File: config.mk
export PLATFORM = sky130hd
export DESIGN_NAME = udig_adder
export DESIGN_NICKNAME = d
export VERILOG_FILES = /design/src/rtl/udig_pkg.sv /design/src/rtl/udig_acc.sv /design/src/rtl/udig_cell.sv /design/src/rtl/udig_seq.sv /design/src/rtl/udig_adder.sv
export SDC_FILE = /design/constraint.sdc
export NUM_CORES = 1
export LEC_CHECK = 0
export BUFFER_PORTS_ARGS = -buffer_cell sky130_fd_sc_hd__buf_4
export CORE_UTILIZATION = 64
export DETAILED_ROUTE_END_ITERATION = 16
export GPL_ROUTABILITY_DRIVEN = 0
export MAX_ROUTING_LAYER = met4
export PLACE_DENSITY = 0.83
export SYNTH_ARGS = -nofsm -noshare
export SYNTH_HDL_FRONTEND = slang
export SYNTH_SLANG_ARGS = --single-unit
File: constraint.sdc
create_clock -name clk -period 10.45 [get_ports clk]
set_input_delay 2.09 -clock clk [delete_from_list [all_inputs] [get_ports clk]]
set_output_delay 2.09 -clock clk [all_outputs]
set_load 0.01 [all_outputs]
File: src/rtl/udig_pkg.sv
package udig_pkg;
    localparam int unsigned DIG_W = 4;
    localparam int unsigned RADIX = 10;

    typedef enum logic {
        SEQ_IDLE = 1'b0,
        SEQ_RUN  = 1'b1
    } seq_state_e;
endpackage

File: src/rtl/udig_acc.sv
module udig_acc #(
    parameter int unsigned NDIG = 3,
    parameter int unsigned CW   = 5
) (
    input  logic                           clk,
    input  logic                           rst_n,
    input  logic                           add_i,
    input  logic                           take_i,
    input  logic [NDIG*CW-1:0]             a_i,
    input  logic [NDIG*CW-1:0]             b_i,
    output logic [NDIG*udig_pkg::DIG_W-1:0] sum_o
);
    import udig_pkg::*;

    // worst single-cycle total: held digit plus two full-scale counts
    localparam int unsigned MAXV = (RADIX - 1) + 2 * ((1 << CW) - 1);
    localparam int unsigned TW   = $clog2(MAXV + 1);
    localparam int unsigned NGRP = MAXV / RADIX;

    typedef struct packed {
        logic [NDIG-1:0][DIG_W-1:0] acc;
        logic [NDIG-1:0][DIG_W-1:0] sum;
    } acc_st_t;

    acc_st_t st_d, st_q;

    always_comb begin
        logic [TW-1:0] t;
        st_d = st_q;
        for (int i = 0; i < NDIG; i++) begin
            t = TW'(st_q.acc[i]);
            if (add_i) begin
                t = t + TW'(a_i[i*CW +: CW]) + TW'(b_i[i*CW +: CW]);
            end
            // drop whole groups of ten, one compare-subtract per possible group
            for (int g = 0; g < NGRP; g++) begin
                if (t >= TW'(RADIX)) begin
                    t = t - TW'(RADIX);
                end
            end
            if (take_i) begin
                st_d.sum[i] = t[DIG_W-1:0];
                st_d.acc[i] = '0;
            end else begin
                st_d.acc[i] = t[DIG_W-1:0];
            end
        end
    end

    always_ff @(posedge clk or negedge rst_n) begin
        if (!rst_n) begin
            st_q <= '0;
        end else begin
            st_q <= st_d;
        end
    end

    assign sum_o = st_q.sum;

    for (genvar gi = 0; gi < NDIG; gi++) begin : g_chk
        p_digit_below_radix_r2: assert property (@(posedge clk) disable iff (!rst_n)
            (st_q.acc[gi] < DIG_W'(RADIX)) && (st_q.sum[gi] < DIG_W'(RADIX)))
            else $error("accumulator digit %0d out of range", gi);
    end
endmodule

File: src/rtl/udig_cell.sv
module udig_cell #(
    parameter int unsigned CW = 5
) (
    input  logic          clk,
    input  logic          rst_n,
    input  logic          add_i,
    input  logic [CW-1:0] a_i,
    input  logic [CW-1:0] b_i,
    input  logic          eval_i,
    input  logic          clr_i,
    output logic          over_o
);
    import udig_pkg::*;

    localparam int unsigned TW = CW + 2;

    typedef struct packed {
        logic [CW-1:0] cnt;
        logic          over;
    } cell_st_t;

    cell_st_t st_d, st_q;

    always_comb begin
        logic [TW-1:0] tot;
        st_d = st_q;
        tot  = TW'(st_q.cnt);
        if (add_i) begin
            tot = tot + TW'(a_i) + TW'(b_i);
        end
        if (eval_i) begin
            if (tot > TW'(RADIX - 1)) begin
                st_d.over = 1'b1;
                st_d.cnt  = CW'(tot - TW'(RADIX));
            end else begin
                st_d.over = 1'b0;
                st_d.cnt  = CW'(tot);
            end
        end else if (clr_i) begin
            if (st_q.cnt < CW'(RADIX)) begin
                st_d.cnt = '0;
            end
        end else begin
            st_d.cnt = CW'(tot);
        end
    end

    always_ff @(posedge clk or negedge rst_n) begin
        if (!rst_n) begin
            st_q <= '0;
        end else begin
            st_q <= st_d;
        end
    end

    assign over_o = st_q.over;

    p_clear_empties_r8: assert property (@(posedge clk) disable iff (!rst_n)
        clr_i |=> (st_q.cnt == '0))
        else $error("cell kept a leftover count after clear");

    p_eval_leaves_digit_r3: assert property (@(posedge clk) disable iff (!rst_n)
        eval_i |=> (st_q.cnt < CW'(RADIX)))
        else $error("cell count not reduced below ten by evaluation");

    p_flag_held_r3: assert property (@(posedge clk) disable iff (!rst_n)
        !eval_i |=> $stable(st_q.over))
        else $error("carry flag moved without evaluation");
endmodule

File: src/rtl/udig_seq.sv
module udig_seq #(
    parameter int unsigned NDIG = 3,
    parameter int unsigned DLY  = 9
) (
    input  logic clk,
    input  logic rst_n,
    input  logic start_i,
    input  logic top_over_i,
    output logic busy_o,
    output logic done_o,
    output logic ovf_o,
    output logic clr_o
);
    import udig_pkg::*;

    localparam int unsigned LAST = DLY * NDIG;
    localparam int unsigned TMW  = $clog2(LAST + 1);

    typedef struct packed {
        seq_state_e     st;
        logic [TMW-1:0] tmr;
    } seq_st_t;

    seq_st_t st_d, st_q;

    always_comb begin
        st_d = st_q;
        unique case (st_q.st)
            SEQ_IDLE: begin
                if (start_i) begin
                    st_d.st  = SEQ_RUN;
                    st_d.tmr = '0;
                end
            end
            SEQ_RUN: begin
                if (st_q.tmr == TMW'(LAST)) begin
                    st_d.st = SEQ_IDLE;
                end else begin
                    st_d.tmr = st_q.tmr + 1'b1;
                end
            end
            default: st_d.st = SEQ_IDLE;
        endcase
    end

    always_ff @(posedge clk or negedge rst_n) begin
        if (!rst_n) begin
            st_q <= '{st: SEQ_IDLE, tmr: '0};
        end else begin
            st_q <= st_d;
        end
    end

    assign busy_o = (st_q.st == SEQ_RUN);
    assign done_o = busy_o && (st_q.tmr == TMW'(DLY));
    assign clr_o  = busy_o && (st_q.tmr == TMW'(DLY));
    assign ovf_o  = busy_o && (st_q.tmr == TMW'(LAST)) && top_over_i;

    p_done_single_r4: assert property (@(posedge clk) disable iff (!rst_n)
        done_o |=> !done_o)
        else $error("first flag longer than one cycle");

    p_ovf_apart_r5: assert property (@(posedge clk) disable iff (!rst_n)
        ovf_o |-> !done_o)
        else $error("both flags in one cycle");

    p_ovf_single_r5: assert property (@(posedge clk) disable iff (!rst_n)
        ovf_o |=> !ovf_o && !busy_o)
        else $error("second flag not the last cycle of the window");
endmodule

File: src/rtl/udig_adder.sv
module udig_adder #(
    parameter int unsigned NDIG = 3,
    parameter int unsigned CW   = 5,
    parameter int unsigned DLY  = 9
) (
    input  logic                 clk,
    input  logic                 rst_n,
    input  logic                 spk_vld_i,
    input  logic [NDIG*CW-1:0]   a_cnt_i,
    input  logic [NDIG*CW-1:0]   b_cnt_i,
    input  logic                 start_i,
    output logic                 busy_o,
    output logic [NDIG*4-1:0]    sum_o,
    output logic [NDIG-2:0]      carry_o,
    output logic                 done_o,
    output logic                 ovf_o
);
    logic            busy;
    logic            take;
    logic            add;
    logic            clr;
    logic [NDIG-1:0] over;

    assign take = start_i & ~busy;
    assign add  = spk_vld_i & ~busy;

    udig_acc #(.NDIG(NDIG), .CW(CW)) i_acc (
        .clk    (clk),
        .rst_n  (rst_n),
        .add_i  (add),
        .take_i (take),
        .a_i    (a_cnt_i),
        .b_i    (b_cnt_i),
        .sum_o  (sum_o)
    );

    for (genvar g = 0; g < NDIG; g++) begin : g_cell
        udig_cell #(.CW(CW)) i_cell (
            .clk    (clk),
            .rst_n  (rst_n),
            .add_i  (add),
            .a_i    (a_cnt_i[g*CW +: CW]),
            .b_i    (b_cnt_i[g*CW +: CW]),
            .eval_i (take),
            .clr_i  (clr),
            .over_o (over[g])
        );
    end

    assign carry_o = over[NDIG-2:0];

    udig_seq #(.NDIG(NDIG), .DLY(DLY)) i_seq (
        .clk        (clk),
        .rst_n      (rst_n),
        .start_i    (start_i),
        .top_over_i (over[NDIG-1]),
        .busy_o     (busy),
        .done_o     (done_o),
        .ovf_o      (ovf_o),
        .clr_o      (clr)
    );

    assign busy_o = busy;

    p_sum_frozen_r7: assert property (@(posedge clk) disable iff (!rst_n)
        busy_o |=> $stable(sum_o) && $stable(carry_o))
        else $error("result moved inside the busy window");
endmodule

[After elaboration in Yosys (flattened, before gate mapping)]
Cells that the tools add are included.
Storage, ports and cells
  bits in registers: 48
  bits in latches: 0
  RAM bits: 0
  bits in read-only memories: 0
  word-level logic and storage cells: 138
  memories kept: 0
Cells by class
  add/subtract/negate cells: 37
  multipliers: 0
  div/mod/pow operators: 0
  order comparisons: 27
  equality and inequality tests: 7
  shift-type cells: 0
  mux-type cells: 46
  bitwise gates (word level): 3
  reduce and logical (&&, ||, !) cells: 4
Operators with widths (number)
  $mux W7: 24
  $ge A7 B4 Y1 const B: 21
  $sub A7 B4 Y7 const B: 18
  $mux W5: 10
  $add A7 B5 Y7: 6
  $mux W4: 6
  $mux W6: 4
  $gt A7 B4 Y1 const B: 3
  $add A4 B5 Y6: 3
  $add A5 B5 Y6: 3
  $lt A5 B4 Y1 const B: 3
  $sub A5 B4 Y5 const B: 3
  $pmux W6 S2: 1
  $sub A4 B4 Y4 const B: 3
  $ne A3 B1 Y1 const B: 3
  $add A5 B1 Y5 const B: 1
  $eq A5 B4 Y1 const B: 1
  $eq A5 B5 Y1 const B: 1
  $ne A2 B2 Y1 const B: 2
  $logic_and A1 B1 Y1: 3
  $and A1 B1 Y1: 2
  $reduce_and A2 Y1: 1
  $mux W1: 1
  $not A1 Y1: 1

[Logic depth before layout (Yosys ltp)]
  depth after elaboration: 18
  depth in mapped cells: 40
  mapped depth without buffers: 39

[Cells and area by module]
Synthesis repeated with hierarchy kept, for this count alone.
Second synthesis, totals
  cells, all modules: 974
  area, all modules: 8045.2 um2
By module, submodules not included
  udig_acc: times used 1, cells an instance 685, area an instance 5312.6 um2
  udig_cell: times used 3, cells an instance 83, area an instance 780.7 um2
  udig_seq: times used 1, cells an instance 36, area an instance 362.8 um2
  udig_adder: times used 1, cells an instance 4, area an instance 27.5 um2

[Worst setup path before layout]
Ideal clock, no wire load.
  path kind: input-to-reg
  start point: input a_cnt_i[5]
  end point: register i_acc.st_q, in the netlist i_acc.sum_o[6]
  library setup time: 87 ps
  data arrival time: 9306 ps
  data required time: 10363 ps
  slack: 1057 ps
  stages: 38
  cell sequence: ha_1 inv_1 fa_1 inv_1 fa_1 xnor2_1 o21ai_0 inv_1 ha_1 nor4bb_1 a311oi_2 nor2_1 mux2_2 a32oi_4 nand4_4 mux2i_1 nand3_1 buf_2 [2 not listed] inv_1 ha_1 nand2_1 inv_1 nor2_1 a31o_2 xnor2_1 ha_1 nand2_1 and2_1 a311oi_2 o31a_1 or2_1 ha_1 o41ai_1 o21a_1 or3_1 o211ai_1
Between the ends
  cells in the longest elaborated chain, start to end: 17
  elaborated cells between the ends (all ways): 24
  classes of those cells: 9 x add/sub; 7 x order compare; 8 x mux
Ends and longest elaborated chain
  start, declared: line udig_adder.sv:9  | input logic [NDIG*CW-1:0] a_cnt_i,
  $add A4 B5 Y6 (*): line udig_acc.sv:33  | t = t + TW'(a_i[i*CW +: CW]) + TW'(b_i[i*CW +: CW]);
  $add A7 B5 Y7 (*): line udig_acc.sv:33
  $mux W7 (*): line udig_acc.sv:32  | if (add_i) begin
  $sub A7 B4 Y7 / $ge A7 B4 Y1 (equally long branches): line udig_acc.sv:38, udig_acc.sv:37
  $mux W7 (*): line udig_acc.sv:37  | if (t >= TW'(RADIX)) begin
  $sub A7 B4 Y7 / $ge A7 B4 Y1 (equally long branches): line udig_acc.sv:38, udig_acc.sv:37
  $mux W7 (*): line udig_acc.sv:37
  $sub A7 B4 Y7 / $ge A7 B4 Y1 (equally long branches): line udig_acc.sv:38, udig_acc.sv:37
  $mux W7 (*): line udig_acc.sv:37
  $sub A7 B4 Y7 / $ge A7 B4 Y1 (equally long branches): line udig_acc.sv:38, udig_acc.sv:37
  $mux W7 (*): line udig_acc.sv:37
  $sub A7 B4 Y7 / $ge A7 B4 Y1 (equally long branches): line udig_acc.sv:38, udig_acc.sv:37
  $mux W7 (*): line udig_acc.sv:37
  $sub A7 B4 Y7 / $ge A7 B4 Y1 (equally long branches): line udig_acc.sv:38, udig_acc.sv:37
  $mux W7 (*): line udig_acc.sv:37
  $ge A7 B4 Y1 / $sub A4 B4 Y4 (equally long branches): line udig_acc.sv:37, udig_acc.sv:38
  $mux W4 (*): line udig_acc.sv:37
  end signal, assigned: line udig_acc.sv:54  | st_q <= st_d;
  end, declared: line udig_acc.sv:25  | acc_st_t st_d, st_q;
Every way passes the cells marked *; elsewhere a longest branch is shown, timed or not.
A chain may end at the register's enable or synchronous reset.

[Final worst setup path]
Ends and elaborated chain as after synthesis.

==> results.toml <==
[placement]
detailed_place.area_um2 = 9330
dpl_worst_slack_ps = -54.7
port-buffer-count = 50
place.detailed.hpwl_mm = 17.9

[worst_setup_path]
crit_fanout = 10
endpoint_required_time_on_the_critical_path_ps = 10660
reg2reg_depth = 38
path_class = "in -> reg"
slowest_stage = "fa_1"
cp-start-kind = "primary input"
cp_slowest_stage_delay_ps = 480
worst_setup_path_end_kind = "flip-flop"
arrival_ps = 10170

[synthesis]
postSynthCellCount = 1175
yosys.cell_count.top_type = "nand2_1"
post_synth_num_cell_types = 101
synth_top_family_by_area = "compound AO/OA/AOI/OAI gates"
synthesis.nets = 1304
syn_avg_cell_area_um2 = 7.56
share_of_the_synthesized_area_in_compound_gates_ao_oa_aoi_oai_pct = 33.1
synth-async-reset-ratio_pct = 100
postSynthRegisterBits = 48
synth-warning-count = 0
synth_ff_type = "dfrtp_1"
syn_area_um2 = 8880
synth_edf_count = 0
biggest_area_contributors_in_the_synthesized_netlist = "dfrtp_1 (14%), ha_1 (12%), a21oi_1 (5.1%)"
synth_common_cells = "nand2_1 (105), a21oi_1 (91), nor2_1 (90)"
synthDominantCellAreaShare_pct = 13.5
synth_area_leader = "dfrtp_1"
synth_mux_area_share_pct = 4.82
synth_simple_gate_area_share_pct = 23.1
synth_sequential_area_ratio_pct = 13.5
synthXorXnorAreaFrac_pct = 5.21
synth-adder-area-share_pct = 14.4

[sta]
hold_viol = 0
final_period_minus_worst_setup_slack_ps = 9950
setup_viol = 0
slew_headroom_pct = 42.9
timing.clock.skew_ps = 5.00
period_share_pct = 95.2
max_clock_freq_ghz = 0.100
finalWorstSetupSlack_ps = 497
finalMaxSlewViolations = 0
worst_slew_pin_slew_ps = 844
fin_hold_ws_ps = 486

[die]
chipWidth_um = 120
row_count = 42
core_area_um2 = 13400
floorplan.die.height_um = 120
design.portCount = 51
initial_utilization_pct = 66.3
design.die.area_um2 = 14300

[drt]
postRouteWirelength_mm = 23.0
drt-wirelength-per-cell_um = 16.7
avgViaCountPerCell = 6.71
via_count = 9238
drt_first_pass_iters = 5
detailedRoute.firstIterationViolations = 879
route.antenna.remaining_nets = 0
detail_route.drc_violations = 0

[layout]
area_growth_pct = 8.12
seqCellArea_um2 = 1200
final_design_area_no_fill_um2 = 9600
num_antenna_cells = 0
post_route_cells_drive_above_1_share_pct = 11.3
area_of_the_multi_input_gates_um2 = 7240
fin_nets = 1329
filler_cell_count = 1091

[clock_network]
clk_pin_slew_ps = 70
cts_tree = "done"
cts.sinks = 48
cts-hold-fix-buffers = 0
htreeDepth = 2
clock_root_buffer = "clkbuf_16"
clockBufferDepth = 2
inserted_clock_buffers = 5
worstSkewPairLatency_ps = 290

[grt]
first_global_vias = 8572
grt_pass1_wl_mm = 39.0
gr-usage-all-layers_pct = 33.2
number_of_antenna_violations_at_the_first_check_in_global_routing = 0
grt_start_max_net_pins = 49
grt_overflow_total = 0

[status]
status = "finished, final reports clean"

[flow_run]
cap_viol_max_count = 0

[hold_path]
hold_depth = 2
worst_hold_path_class = "reg -> reg"
## metal layers
| metal | part of all wire, % | up-vias | track usage, % |
|---|---|---|---|
| met1 | 45 | 4327 | 42.8 |
| met4 | 3.1 | 0 | 11.8 |
| li1 | - | 4491 | - |
| met2 | 45 | 353 | 53.2 |
| met3 | 6.1 | 67 | 4.85 |
| met5 | 0 | - | - |
## layout make-up
| class | count | area share (%) |
|---|---|---|
| multi-input cells | 1012 | 75.4 |
| flip-flops and latches | 48 | 12.5 |
| repair buffers | 65 | 5.08 |
| inverters | 68 | 2.66 |
| well taps | 176 | 2.29 |
| clock buffers | 5 | 1.30 |
| clock inverters | 3 | 0.717 |
## logic make-up after synthesis
logic type / count (synthesis)
AOI/OAI and AO/OA: 421
xor gates and xnor gates: 52
adders and majority gates: 95
buffers and inverters: 115
DFF: 48
muxes: 40
and+or+nand+nor: 404
## state kept, by name, summed over array words and instances (netlist names)
signal and count:
g_cell.i_cell.over_o 3, g_cell.i_cell.st_q 15, i_acc.st_q 12, i_acc.sum_o 12, i_seq.busy_o 1, i_seq.st_q 5
## placed cells by master (no fill, tap or decap), drive strengths merged, types with 6 or more instances in the layout
master	count
xnor2	34
a221oi	8
nor4bb	12
a21o	20
nor2b	17
xor2	18
o22ai	6
inv	68
mux2i	27
o21ai	90
nand2b	13
o211a	7
or3	13
ha	83
o211ai	29
nand3b	7
buf	65
and2	15
a21oi	92
o21a	16
o31ai	11
a211o	9
nand2	106
o31a	9
a31oi	17
mux2	13
nor3	30
and3	11
a21boi	11
dfrtp	48
nor2	91
nand3	50
a211oi	31
nand4	9
or2	12
fa	12
## metrics by stage
step | cells | TNS (ps) | utilization (%)
finish | 1377 | 0 | 71.6
global route | 1377 | -76.5 | 71.6
CTS | 1376 | 0 | 71.0
detailed placement | 1368 | -79.8 | 69.6
global placement | 1368 | 0 | 69.6
floorplan | 1175 | 0 | -
## worst max-delay path: cells and delay by family
kind / cells / cell delay, ps
mux: 2 / 600
xor+xnor: 2 / 460
compound gates: 11 / 2360
buf+inv: 8 / 990
simple gates: 9 / 1750
fa+ha+maj: 7 / 1900
## worst paths after layout
check	start	end	slack [ps]
worst max-delay path	a_cnt_i[5]	i_acc.sum_o[6]$_DFFE_PN0P_	500
worst min-delay path	i_acc.sum_o[0]$_DFFE_PN0P_	i_acc.sum_o[0]$_DFFE_PN0P_	490
worst max register to register	i_acc.st_q[16]$_DFF_PN0_	i_acc.sum_o[6]$_DFFE_PN0P_	1940
worst min register to register	i_acc.sum_o[0]$_DFFE_PN0P_	i_acc.sum_o[0]$_DFFE_PN0P_	490
max in group asynchronous	rst_n	i_acc.sum_o[2]$_DFFE_PN0P_	8190
min in group asynchronous	rst_n	g_cell[0].i_cell.st_q[5]$_DFFE_PN0P_	1810
## repair_timing
item | 4_1_cts | 5_1_grt
setup buffers | 0 | 1
setup endpoints to repair | 0 | 6
gates resized for setup | 0 | 10
Power is left out: the tool's default activity adds up to more than one toggle a clock period on the data nets, which glitch-free logic cannot reach.
